`src/rtl/lpm_pkg.sv`:
```
package lpm_pkg;

  typedef enum logic [2:0] {
    ST_RUN,
    ST_LIGHT,
    ST_MID,
    ST_DEEP,
    ST_SETTLE
  } lpm_state_e;

  typedef enum logic [1:0] {
    DEPTH_LIGHT,
    DEPTH_MID,
    DEPTH_DEEP
  } depth_e;

  function automatic depth_e depth_of(input logic [1:0] field);
    if (field[1])      return DEPTH_DEEP;
    else if (field[0]) return DEPTH_MID;
    else               return DEPTH_LIGHT;
  endfunction

endpackage

```
`src/rtl/lpm_regs.sv`:
```
module lpm_regs #(
  parameter int DW   = 16,
  parameter int NSRC = 8,
  parameter int QW   = 8
) (
  input  logic            clk,
  input  logic            rst,
  input  logic            cfg_we,
  input  logic            cfg_sel,
  input  logic [DW-1:0]   cfg_wdata,
  output logic [1:0]      depth_f,
  output logic            nmi_en,
  output logic [QW-1:0]   qual,
  output logic [NSRC-1:0] mask
);
  localparam int NMI_BIT = 2;
  localparam int Q_LSB   = 3;
  localparam int Q_MSB   = Q_LSB + QW - 1;

  always_ff @(posedge clk) begin
    if (rst) begin
      depth_f <= '0;
      nmi_en  <= 1'b0;
      qual    <= '0;
      mask    <= '0;
    end else if (cfg_we) begin
      if (!cfg_sel) begin
        depth_f <= cfg_wdata[1:0];
        nmi_en  <= cfg_wdata[NMI_BIT];
        qual    <= cfg_wdata[Q_MSB:Q_LSB];
      end else begin
        mask    <= cfg_wdata[NSRC-1:0];
      end
    end
  end
endmodule

```
`src/rtl/lpm_qual.sv`:
```
module lpm_qual #(
  parameter int NSRC = 8,
  parameter int QW   = 8
) (
  input  logic            clk,
  input  logic            rst,
  input  logic            active,
  input  logic [NSRC-1:0] wake_n,
  input  logic [NSRC-1:0] mask,
  input  logic [QW-1:0]   qual,
  output logic            hit
);
  logic [QW-1:0] cnt;
  logic          any_low;

  assign any_low = |(~wake_n & mask);
  assign hit     = active && any_low && (cnt == qual);

  always_ff @(posedge clk) begin
    if (rst || !active || !any_low) cnt <= '0;
    else if (!hit)                  cnt <= cnt + 1'b1;
  end
endmodule

```
`src/rtl/lpm_fsm.sv`:
```
module lpm_fsm
  import lpm_pkg::*;
#(
  parameter int SETTLE_CYC = 16
) (
  input  logic       clk,
  input  logic       rst,
  input  logic       idle_req,
  input  logic [1:0] depth_f,
  input  logic       nmi_en,
  input  logic       nmi_n,
  input  logic       irq_n,
  input  logic       wd_n,
  input  logic       qual_hit,
  output logic       mid_active,
  output logic       osc_en,
  output logic       cpuclk_en,
  output logic       sysclk_en,
  output logic       wake_pulse
);
  localparam int SW = (SETTLE_CYC > 2) ? $clog2(SETTLE_CYC) : 1;
  localparam logic [SW-1:0] S_LAST = SW'(SETTLE_CYC - 1);

  lpm_state_e    st, nxt;
  logic          wake_nx;
  logic [SW-1:0] scnt;
  logic          nmi_hit;

  assign nmi_hit    = nmi_en && !nmi_n;
  assign mid_active = (st == ST_MID);

  always_comb begin
    nxt     = st;
    wake_nx = 1'b0;
    unique case (st)
      ST_RUN: if (idle_req) begin
        unique case (depth_of(depth_f))
          DEPTH_LIGHT: nxt = ST_LIGHT;
          DEPTH_MID:   nxt = ST_MID;
          default:     nxt = ST_DEEP;
        endcase
      end
      ST_LIGHT: if (!irq_n || !wd_n || nmi_hit) begin
        nxt = ST_RUN; wake_nx = 1'b1;
      end
      ST_MID: if (qual_hit) begin
        nxt = ST_RUN; wake_nx = 1'b1;
      end
      ST_DEEP: if (nmi_hit) nxt = ST_SETTLE;
      ST_SETTLE: if (scnt == S_LAST) begin
        nxt = ST_RUN; wake_nx = 1'b1;
      end
      default: nxt = ST_RUN;
    endcase
  end

  always_ff @(posedge clk) begin
    if (rst) begin
      st         <= ST_RUN;
      osc_en     <= 1'b1;
      cpuclk_en  <= 1'b1;
      sysclk_en  <= 1'b1;
      wake_pulse <= 1'b0;
      scnt       <= '0;
    end else begin
      st         <= nxt;
      osc_en     <= (nxt != ST_DEEP);
      cpuclk_en  <= (nxt == ST_RUN) || (nxt == ST_LIGHT);
      sysclk_en  <= (nxt == ST_RUN) || (nxt == ST_LIGHT);
      wake_pulse <= wake_nx;
      scnt       <= (st == ST_SETTLE) ? scnt + 1'b1 : '0;
    end
  end
endmodule

```
`src/rtl/lpm_ctrl.sv`:
```
module lpm_ctrl #(
  parameter int DW         = 16,
  parameter int NSRC       = 8,
  parameter int QW         = 8,
  parameter int SETTLE_CYC = 16
) (
  input  logic            clk,
  input  logic            rst,
  input  logic            cfg_we,
  input  logic            cfg_sel,
  input  logic [DW-1:0]   cfg_wdata,
  input  logic            idle_req,
  input  logic            irq_n,
  input  logic            nmi_n,
  input  logic [NSRC-1:0] wake_n,
  output logic            osc_en,
  output logic            cpuclk_en,
  output logic            sysclk_en,
  output logic            wake_pulse
);
  logic [1:0]      depth_f;
  logic            nmi_en;
  logic [QW-1:0]   qual;
  logic [NSRC-1:0] mask;
  logic            mid_active;
  logic            qual_hit;

  lpm_regs #(.DW(DW), .NSRC(NSRC), .QW(QW)) u_regs (
    .clk(clk), .rst(rst), .cfg_we(cfg_we), .cfg_sel(cfg_sel),
    .cfg_wdata(cfg_wdata), .depth_f(depth_f), .nmi_en(nmi_en),
    .qual(qual), .mask(mask)
  );

  lpm_qual #(.NSRC(NSRC), .QW(QW)) u_qual (
    .clk(clk), .rst(rst), .active(mid_active), .wake_n(wake_n),
    .mask(mask), .qual(qual), .hit(qual_hit)
  );

  lpm_fsm #(.SETTLE_CYC(SETTLE_CYC)) u_fsm (
    .clk(clk), .rst(rst), .idle_req(idle_req), .depth_f(depth_f),
    .nmi_en(nmi_en), .nmi_n(nmi_n), .irq_n(irq_n), .wd_n(wake_n[0]),
    .qual_hit(qual_hit), .mid_active(mid_active), .osc_en(osc_en),
    .cpuclk_en(cpuclk_en), .sysclk_en(sysclk_en), .wake_pulse(wake_pulse)
  );
endmodule

```
`config.mk`:
```
export PLATFORM = sky130hd
export DESIGN_NAME = lpm_ctrl
export DESIGN_NICKNAME = d
export VERILOG_FILES = /design/src/rtl/lpm_pkg.sv /design/src/rtl/lpm_regs.sv /design/src/rtl/lpm_qual.sv /design/src/rtl/lpm_fsm.sv /design/src/rtl/lpm_ctrl.sv
export SDC_FILE = /design/constraint.sdc
export NUM_CORES = 1
export LEC_CHECK = 0
export BUFFER_PORTS_ARGS = -buffer_cell sky130_fd_sc_hd__buf_2
export CAP_MARGIN = 15
export CORE_AREA = 2 2 63 65
export CTS_CLUSTER_SIZE = 10
export DETAILED_ROUTE_END_ITERATION = 7
export DIE_AREA = 0 0 65 67
export GPL_TIMING_DRIVEN = 0
export PLACE_DENSITY_LB_ADDON = 0.3
export SKIP_LAST_GASP = 1
export SLEW_MARGIN = 5
export SYNTH_ARGS = -nofsm -noshare
export SYNTH_HDL_FRONTEND = slang
export SYNTH_HIERARCHICAL = 1
export SYNTH_SLANG_ARGS = --single-unit
```
`constraint.sdc`:
```
create_clock -name clk -period 2.19 [get_ports clk]
set_clock_uncertainty 0.2 [all_clocks]
set_input_delay 0.438 -clock clk [delete_from_list [all_inputs] [get_ports clk]]
set_output_delay 0.438 -clock clk [all_outputs]
set_load 0.02 [all_outputs]
```
# == Word level (Yosys, flattened, before mapping) ==
# Index checks and enable logic that the tools add are counted.
# word_totals
wordCells,60
out_inout_bits,4
regBits,37
# classes
addsub,2
n_reduce_logical,20
muxes,15
bitwise,4
eq_ne,9
# ops
cell,n
3-bit 2-to-1 mux,5
3-bit case mux with 5 select lines,1
"8-bit by 1-bit adder with 8-bit output, second input constant",1
8-bit bitwise AND,1
8-bit == test,1
8-bit inverter,1
8-bit OR reduction,1
"3-bit by 1-bit == test with 1-bit output, second input constant",2
"3-bit by 2-bit == test with 1-bit output, second input constant",2
3-bit logical NOT,2
2-bit 2-to-1 mux,3
1-bit logical NOT,5
1-bit logical OR,5
"4-bit by 1-bit adder with 4-bit output, second input constant",1
"4-bit == test, second input constant",1
1-bit 2-to-1 mux,4
2-bit case mux with 2 select lines,1
2-bit AND reduction,2
"3-bit == test, second input constant",1
1-bit logical AND,3
"3-bit by 2-bit inequality test with 1-bit output, second input constant",1
1-bit case mux with 3 select lines,1
"2-bit by 1-bit == test with 1-bit output, second input constant",1
2-bit logical NOT,1
2 further kinds,3

# == Longest topological paths before layout ==
# Gate-level depths: netlist of run 1.
# logic_depth
word_depth,10
depth_mapped,8
mapped_depth_nobuf,7

# == By module ==
# Netlist of run 1, hierarchy kept.
# modules_own_cells
module,n_inst,cells_per_inst,area_per_inst_um2
lpm_regs,1,77,804.5
lpm_qual,1,84,669.4
lpm_fsm,1,46,452.9

# == Worst setup path before layout of run 1 ==
# OpenSTA, ideal clock, no wires.
# synth_path
path_kind,input -> register
start,input port wake_n[4]
end,register u_fsm.sysclk_en
t_arrival_ns,1.683
required_ns,1.869
path_stages,8
slack_ns,0.186
setup_time_ns,0.121
cell_sequence,nand2b_1 > o2111ai_1 > buf_2 > o21ai_1 > nor3_1 > a211o_1 > a221oi_2 > nor2_1
# synth_between
elab_chain_len,9
word_cells_on_any_way,10
cone_classes,eq/ne: 1; mux: 2; bitwise: 2; reduce/logical: 5
# synth_lines
element,line,text
from (decl),lpm_ctrl.sv:15,"input logic [NSRC-1:0] wake_n,"
8-bit inverter *,lpm_qual.sv:16,assign any_low = |(~wake_n & mask);
8-bit bitwise AND *,lpm_qual.sv:16,
8-bit OR reduction *,lpm_qual.sv:16,
1-bit logical AND * (2 in series),lpm_qual.sv:17,assign hit = active && any_low && (cnt == qual);
named net qual_hit,lpm_ctrl.sv:26,logic qual_hit;
3-bit 2-to-1 mux *,lpm_fsm.sv:46,ST_MID: if (qual_hit) begin
3-bit case mux with 5 select lines *,lpm_fsm.sv:35,unique case (st)
3-bit by 1-bit == test with 1-bit output / 3-bit logical NOT (equally long branches),lpm_fsm.sv:69,sysclk_en <= (nxt == ST_RUN) || (nxt == ST_LIGHT);
1-bit logical OR *,lpm_fsm.sv:69,
to (signal assigned),lpm_fsm.sv:69,
to (decl),lpm_fsm.sv:18,"output logic sysclk_en,"
# The timed path passes the listed nets; every way through them passes the cells marked *.
# A chain may end at the register's enable or synchronous reset.

# == Worst setup path after layout of run 1 ==
# layout_path
start,register u_regs.mask[0]
end,register u_fsm.sysclk_en
# layout_between
elab_chain_len,8
word_cells_on_any_way,9
cone_classes,eq/ne: 1; mux: 2; bitwise: 1; reduce/logical: 5
# layout_lines
element,line,text
from (decl),lpm_regs.sv:14,output logic [NSRC-1:0] mask
from (signal assigned),lpm_regs.sv:32,mask <= cfg_wdata[NSRC-1:0];
8-bit bitwise AND *,lpm_qual.sv:16,
8-bit OR reduction *,lpm_qual.sv:16,
1-bit logical AND * (2 in series),lpm_qual.sv:17,
named net qual_hit,lpm_ctrl.sv:26,
3-bit 2-to-1 mux *,lpm_fsm.sv:46,
3-bit case mux with 5 select lines *,lpm_fsm.sv:35,
3-bit by 1-bit == test with 1-bit output / 3-bit logical NOT (equally long branches),lpm_fsm.sv:69,
1-bit logical OR *,lpm_fsm.sv:69,
# Marks and branches as above.

==> results of run 1 <==
[worst min path at each step]
stage,cells after the start,slack [ps],startpoint,endpoint
after floorplan,1,220,u_fsm/scnt[0]$_SDFF_PP0_,u_fsm/scnt[0]$_SDFF_PP0_
after global placement,1,230,u_fsm/scnt[0]$_SDFF_PP0_,u_fsm/scnt[0]$_SDFF_PP0_
after detailed placement,1,240,u_fsm/scnt[0]$_SDFF_PP0_,u_fsm/scnt[0]$_SDFF_PP0_
after CTS,3,220,cfg_wdata[9],u_regs/qual[6]$_SDFFE_PP0P_
after global routing,3,240,cfg_wdata[6],u_regs/mask[6]$_SDFFE_PP0P_
final,3,220,cfg_wdata[9],u_regs/qual[6]$_SDFFE_PP0P_
[power by group through the flow]
stage          logic [W]  registers, W  clock network (W)
3_5_place_dp    0.000185      0.000729                  0
4_1_cts         0.000186      0.000713           0.000470
2_1_floorplan   0.000128      0.000728                  0
6_report        0.000209      0.000713           0.000461
5_1_grt         0.000229      0.000717           0.000506
3_3_place_gp    0.000183      0.000728                  0
[layer usage]
metal / global-route usage / up-vias
li1: - / 807
met1: 0.2388 / 704
met2: 0.3209 / 31
met3: 0.04392 / 4
met4: 0.06383 / 0
met5: 0 / -
[through the flow]
stage          cells  hold slack, ps  utilization  setup TNS [ps]
2_1_floorplan    207           217.9            -               0
3_3_place_gp     284           230.6       0.5913          -255.6
3_5_place_dp     284           235.9       0.5913          -287.8
4_1_cts          292           223.8       0.6145               0
5_1_grt          295           244.5       0.6339          -9.104
6_report         295           222.0       0.6339               0
[worst min-delay path, delay by kind of cell]
family / cells / cell delay (ps)
compound gates: 1 / 50
buf+inv: 1 / 100
simple gates: 1 / 80
[synth_stat cells]
master | n | area share
nand2b_1 | 38 | 0.12
or2_2 | 1 | 0.0032
xnor2_1 | 9 | 0.041
o21ai_1 | 4 | 0.010
a221oi_2 | 1 | 0.0078
a211oi_2 | 2 | 0.013
mux2i_1 | 22 | 0.11
nand3b_1 | 1 | 0.0039
nor2_1 | 7 | 0.014
a31oi_1 | 1 | 0.0032
a21o_1 | 1 | 0.0039
buf_2 | 4 | 0.010
nand2_1 | 4 | 0.0078
a32oi_1 | 1 | 0.0045
buf_6 | 1 | 0.0058
nor4b_2 | 1 | 0.0078
nand3_1 | 6 | 0.016
inv_1 | 10 | 0.019
a311oi_1 | 1 | 0.0045
nor3_1 | 3 | 0.0078
buf_4 | 2 | 0.0078
and2_1 | 3 | 0.0097
clkbuf_1 | 4 | 0.0078
a21oi_1 | 6 | 0.016
o2111ai_1 | 2 | 0.0091
a21bo_1 | 1 | 0.0052
and3b_1 | 1 | 0.0045
o21ai_0 | 4 | 0.010
o32ai_1 | 1 | 0.0045
a211o_1 | 1 | 0.0045
a21boi_0 | 1 | 0.0039
nand4_1 | 3 | 0.0097
and2b_1 | 1 | 0.0039
nor2b_1 | 2 | 0.0065
o211ai_1 | 12 | 0.047
nand4bb_1 | 3 | 0.018
and4_1 | 2 | 0.0091
ha_1 | 2 | 0.013
dfxtp_1 | 37 | 0.38
xor2_1 | 1 | 0.0045
[cell families after synthesis]
kind of cell	count (synthesis)	share of synthesized area
xor gates and xnor gates	10	0.04546
buffers and inverters	21	0.05130
DFF	37	0.3844
adders and majority gates	2	0.01298
muxes	22	0.1143
and+or+nand+nor	76	0.2442
AOI/OAI and AO/OA	39	0.1474
[flip-flops by register name, summed over array words and instances, names as in the netlist]
name / cells
u_qual/cnt: 8
u_regs/mask: 8
u_regs/qual: 8
u_fsm/scnt: 4
u_fsm/st: 3
u_regs/depth_f: 2
u_fsm/osc_en: 1
u_fsm/sysclk_en: 1
u_fsm/wake_pulse: 1
u_regs/nmi_en: 1
[final cells by class]
cell class	instances	area [µm²]	share of cell area
tap	48	60.06	0.02627
multi-input combinational	149	1122	0.4910
timing repair buffer	32	167.7	0.07334
clock inverter	1	7.507	0.003284
buffer	11	73.82	0.03229
clock buffer	7	76.32	0.03339
sequential	37	740.7	0.3240
inverter	10	37.54	0.01642
[timing repair]
item                                    4_1_cts  5_1_grt
resized for setup                             0       10
endpoints found under the setup margin        0        4
buffers inserted                              0        3
==> summary.txt, run 1 <==
status = finished, final reports clean
Tightest Pin Transition = 376.1 ps
worst path required time = 2150 ps
most frequent cells in the layout = 38 x nand2b_1, 37 x dfxtp_1, 31 x buf_2, 22 x mux2i_1, 12 x o211ai_1
CTS tree = built
Pre-antenna DRT Iters = 4
maxcap violations = 0
WS Path Type = flip-flop to flip-flop
drt first-iter violations = 59
Seq/Total Area, Yosys = 0.3844
reg-to-reg endpoint = u_fsm/sysclk_en$_SDFF_PP1_
# DRC = 0
Yosys Warn Count = 6
nets = 279
Arr. time, crit path = 2020 ps
Unique masters post-synth = 40
peak supply drop = 350.0 µV
number of antenna violations at the first check in global routing = 0
Stages on worst setup path = 8
Fillers = 319
cell row count = 22
gpl congestion = 0.8436
Num CTS Buffers = 5
Via Count = 1,546
Combinational Power Share = 0.151
worst min path class = primary input to flip-flop
fin crit share = 0.9382
clk buf depth = 2
die height = 67 µm
vias in the first global route = 1,533
worst-path maximum fanout = 10
Worst-path clk slew = 80 ps
Sw Share = 0.2592
routed wl met2 = 1.795 mm
die area = 4355 µm²
Layout area overhead = 18.64%
dpl cell area = 2132 µm²
# port buffers = 29
CP cell instances = nand2b_1, o2111ai_4, buf_6, o21ai_1, nor3_1, a211o_1, a221oi_2, nor2_1
# IOs = 35
first-pass GRT wire length = 6.492 mm
DRT antenna net count = 0
worst reg2reg startpoint = u_regs/mask[0]$_SDFFE_PP0P_
Vias/cell = 5.241
routed length on met3 = 141 µm
Max Slew Vio Count = 0
Met1 Routed Length = 1.801 mm
Overall Global Routing Usage = 0.1903
n_diodes = 0
fmax = 486.7 MHz
sequential power share = 0.516
Critical Path End Type = flip-flop
die width = 65 µm
Routed WL per cell = 12.74 µm
Leakage = 0.8499 nW
Design Area, Final = 2286 µm²
sw power = 0.0003586 W
Reg2Reg Depth = 8
FF+latch count, synth = 37
hold buffers post-CTS = 0
H-tree level count = 2
Initial Util = 0.5344
Root Driver = clkbuf_8
Tot Pwr = 0.001383 W
Slew headroom = 0.7493
crit path capture = u_fsm/sysclk_en$_SDFF_PP1_
clk_lat worst skew = 290 ps
clock share of power = 0.334
largest net degree at the start of global routing = 12
Hold Vio Cnt, Final = 0
drt total wl = 3.758 mm
Place WS = -194.2 ps
final worst slack = 135.3 ps
largest delay contributor family on the critical path = compound AO/OA/AOI/OAI gates
uppermost layer routed = met4
grt total ovfl = 0
area of the mapped netlist = 1927 µm²
share of cells above drive strength 1 = 0.2105
minimum clock period = 2055 ps
Final setup violation count = 0
CTS sink count = 37
P per Cell Area = 605.1 nW/µm²
Final HPWL DP = 2.782 mm
slowest cell delay on critical path = 330 ps
Synth Area per Inst = 9.308 µm²
Worst Setup SP = u_regs/mask[0]$_SDFFE_PP0P_
Worst path slowest cell = a211o_1
Post-Syn Nets = 240
CP Launch Type = flip-flop
cells after synthesis = 207
buffer and inverter count on the worst path = 1
commonest non-fill, non-tap cell in the layout = nand2b_1
Reg2Reg Setup Slack = 140 ps
internal power = 0.001025 W
Core Area = 3606 µm²
Power figures use the tool's default switching activity.
==> inputs of run 2 (changes only) <==
Settings changed: GPL_TIMING_DRIVEN 0 to default.
==> run 2 against run 1 <==
- sequential power hardly changed
- utilization fell by 2.5 points
- via count fell by 4.2%
- global-route usage decreased by 0.072 points
- first-iteration DRC count is 47% lower
- flip-flop and latch count stayed put
- critical path depth fell by 3
- wire length is 7.2% lower
- final cell count decreased by 3.4%
- largest cell class unchanged
==> summary.txt, run 2 (synthesized netlist as in run 1, its figures left out) <==
CP cell instances = nand2b_1, nor2_1, nor2b_2, o21ai_0, nor3_1 (was nand2b_1, o2111ai_4, buf_6, o21ai_1, nor3_1, a211o_1, a221oi_2, nor2_1)
Core Area = 3606 µm² (unchanged)
gpl congestion = 0.7766 (was 0.8436)
minimum clock period = 1856 ps (was 2055 ps)
# DRC = 0 (unchanged)
Layout area overhead = 14.03% (was 18.64%)
Tightest Pin Transition = 490.0 ps (was 376.1 ps)
die width = 65 µm (unchanged)
Num CTS Buffers = 5 (unchanged)
number of antenna violations at the first check in global routing = 0 (unchanged)
# IOs = 35 (unchanged)
Critical Path End Type = flip-flop (unchanged)
drt first-iter violations = 31 (was 59)
peak supply drop = 523.6 µV (was 350.0 µV)
maxcap violations = 0 (unchanged)
TNS Setup = 0 ps (unchanged)
nets = 270 (was 279)
share of cells above drive strength 1 = 0.1941 (was 0.2105)
Largest regs = u_qual/cnt: 8 flops, u_regs/mask: 8 flops, u_regs/qual: 8 flops (unchanged)
clk buf depth = 2 (unchanged)
Worst Setup SP = u_fsm/st[1]$_SDFF_PP0_ (was u_regs/mask[0]$_SDFFE_PP0P_)
drt total wl = 3.489 mm (was 3.758 mm)
first-pass GRT wire length = 6.251 mm (was 6.492 mm)
Slew headroom = 0.6719 (was 0.7493)
Initial Util = 0.5344 (unchanged)
Max Slew Vio Count = 0 (unchanged)
clk_lat worst skew = 290 ps (about the same)
DRT antenna net count = 0 (unchanged)
Hold WS = 232.6 ps (was 222.0 ps)
CP Launch Type = flip-flop (unchanged)
H-tree level count = 2 (unchanged)
Vias/cell = 5.196 (was 5.241)
largest net degree at the start of global routing = 36 (was 12)
vias in the first global route = 1,438 (was 1,533)
cell row count = 22 (unchanged)
Worst path slowest cell = nor2b_2 (was a211o_1)
status = finished, final reports clean (unchanged)
fmax = 538.8 MHz (was 486.7 MHz)
worst min path class = primary input to flip-flop (unchanged)
worst path required time = 2210 ps (was 2150 ps)
crit path capture = u_qual/cnt[0]$_SDFFE_PP0N_ (was u_fsm/sysclk_en$_SDFF_PP1_)
Overall Global Routing Usage = 0.1895 (was 0.1903)
CTS tree = built (unchanged)
Final setup violation count = 0 (unchanged)
Routed WL per cell = 12.24 µm (was 12.74 µm)
CTS sink count = 37 (unchanged)
n_diodes = 0 (unchanged)
Pre-antenna DRT Iters = 4 (unchanged)
Reg2Reg Setup Slack = 330 ps (was 140 ps)
Root Driver = clkbuf_8 (unchanged)
Leakage = 0.8166 nW (was 0.8499 nW)
Reg2Reg Depth = 5 (was 8)
commonest non-fill, non-tap cell in the layout = nand2b_1 (unchanged)
Arr. time, crit path = 1880 ps (was 2020 ps)
die area = 4355 µm² (unchanged)
die height = 67 µm (unchanged)
Final HPWL DP = 2.563 mm (was 2.782 mm)
Hold Vio Cnt, Final = 0 (unchanged)
worst-path maximum fanout = 13 (was 10)
most frequent cells in the layout = 38 x nand2b_1, 37 x dfxtp_1, 29 x buf_2, 22 x mux2i_1, 12 x o211ai_1 (was 38 x nand2b_1, 37 x dfxtp_1, 31 x buf_2, 22 x mux2i_1, 12 x o211ai_1)
RSZ-0062 raised after global routing = false
worst reg2reg startpoint = u_fsm/st[1]$_SDFF_PP0_ (was u_regs/mask[0]$_SDFFE_PP0P_)
grt total ovfl = 0 (unchanged)
Worst-path clk slew = 70 ps (was 80 ps)
reg-to-reg endpoint = u_qual/cnt[0]$_SDFFE_PP0N_ (was u_fsm/sysclk_en$_SDFF_PP1_)
P per Cell Area = 623.8 nW/µm² (was 605.1 nW/µm²)
WS Path Type = flip-flop to flip-flop (unchanged)
# port buffers = 29 (unchanged)
Via Count = 1,481 (was 1,546)
fin crit share = 0.8475 (was 0.9382)
Fillers = 319 (unchanged)
slowest cell delay on critical path = 460 ps (was 330 ps)
run 2: cell count changes in the layout (fill, tap and decap cells not counted):
| cell | before | now |
|---|---|---|
| o2111ai_4 | 2 | 0 |
| nor2b_2 | 0 | 1 |
| buf_2 | 31 | 29 |
| clkbuf_8 | 5 | 6 |
| o2111ai_1 | 0 | 2 |
| clkinvlp_4 | 1 | 0 |
| buf_6 | 3 | 0 |
| nor2b_1 | 2 | 1 |
| clkbuf_1 | 6 | 1 |
run 2: how the worst min path moves through the flow:
stage | to | slack, ps | cells after the start | from
detailed placement | u_fsm/scnt[0]$_SDFF_PP0_ | 250 | 1 | u_fsm/scnt[0]$_SDFF_PP0_
global route | u_regs/qual[6]$_SDFFE_PP0P_ | 240 | 3 | cfg_wdata[9]
floorplan | u_fsm/scnt[0]$_SDFF_PP0_ | 220 | 1 | u_fsm/scnt[0]$_SDFF_PP0_
global placement | u_fsm/scnt[0]$_SDFF_PP0_ | 230 | 1 | u_fsm/scnt[0]$_SDFF_PP0_
CTS | u_regs/qual[7]$_SDFFE_PP0P_ | 230 | 3 | cfg_wdata[10]
finish | u_regs/qual[5]$_SDFFE_PP0P_ | 230 | 3 | cfg_wdata[8]
run 2: what timing repair did:
item | in CTS | in global routing
gates resized for setup | 0 | 1
hold buffers | 0 | 0
setup endpoints to repair | 0 | 8
setup buffers | 0 | 0
run 2: layout make-up:
| type | count | area [µm²] | share of cell area |
|---|---|---|---|
| Clock buffer | 7 | 86.33 | 0.03929 |
| Inverter | 10 | 37.54 | 0.01708 |
| Multi-Input combinational cell | 149 | 1090 | 0.4960 |
| Sequential cell | 37 | 740.7 | 0.3371 |
| Tap cell | 48 | 60.06 | 0.02733 |
| Timing Repair Buffer | 34 | 182.7 | 0.08314 |
run 2: routing by layer:
layer / track usage / share of wire / vias to the layer above / wire, µm
met5: 0 / 0 / - / 0
met4: 0.08511 / 0.022 / 0 / 78
met3: 0.05236 / 0.052 / 9 / 180
met2: 0.3106 / 0.45 / 39 / 1568
met1: 0.2315 / 0.48 / 647 / 1661
li1: - / - / 786 / -
run 2: critical path: cells and delay by family (launching register included):
family,cells,cell delay (ps)
simple gates,4,910
flops,1,450
compound gates,1,230
run 2: through the flow:
step	power (W)	cells	util	setup slack, ps	cell area [µm²]
2_1_floorplan	0.0008558	207	-	185.9	1927
3_3_place_gp	0.0009030	278	0.5847	120.0	2108
3_5_place_dp	0.0009041	278	0.5847	71.91	2108
4_1_cts	0.001380	285	0.6086	59.77	2195
5_1_grt	0.001428	285	0.6093	134.1	2197
6_report	0.001370	285	0.6093	334.0	2197
run 2: power breakdown:
part	leakage [nW]	switching (W)	internal, W	total, W
Sequential	0.301	0.0000164	0.000696	0.000713
Combinational	0.471	0.0000953	0.0000819	0.000177
Clock	0.0443	0.000231	0.000250	0.000481
Total	0.817	0.000343	0.00103	0.00137
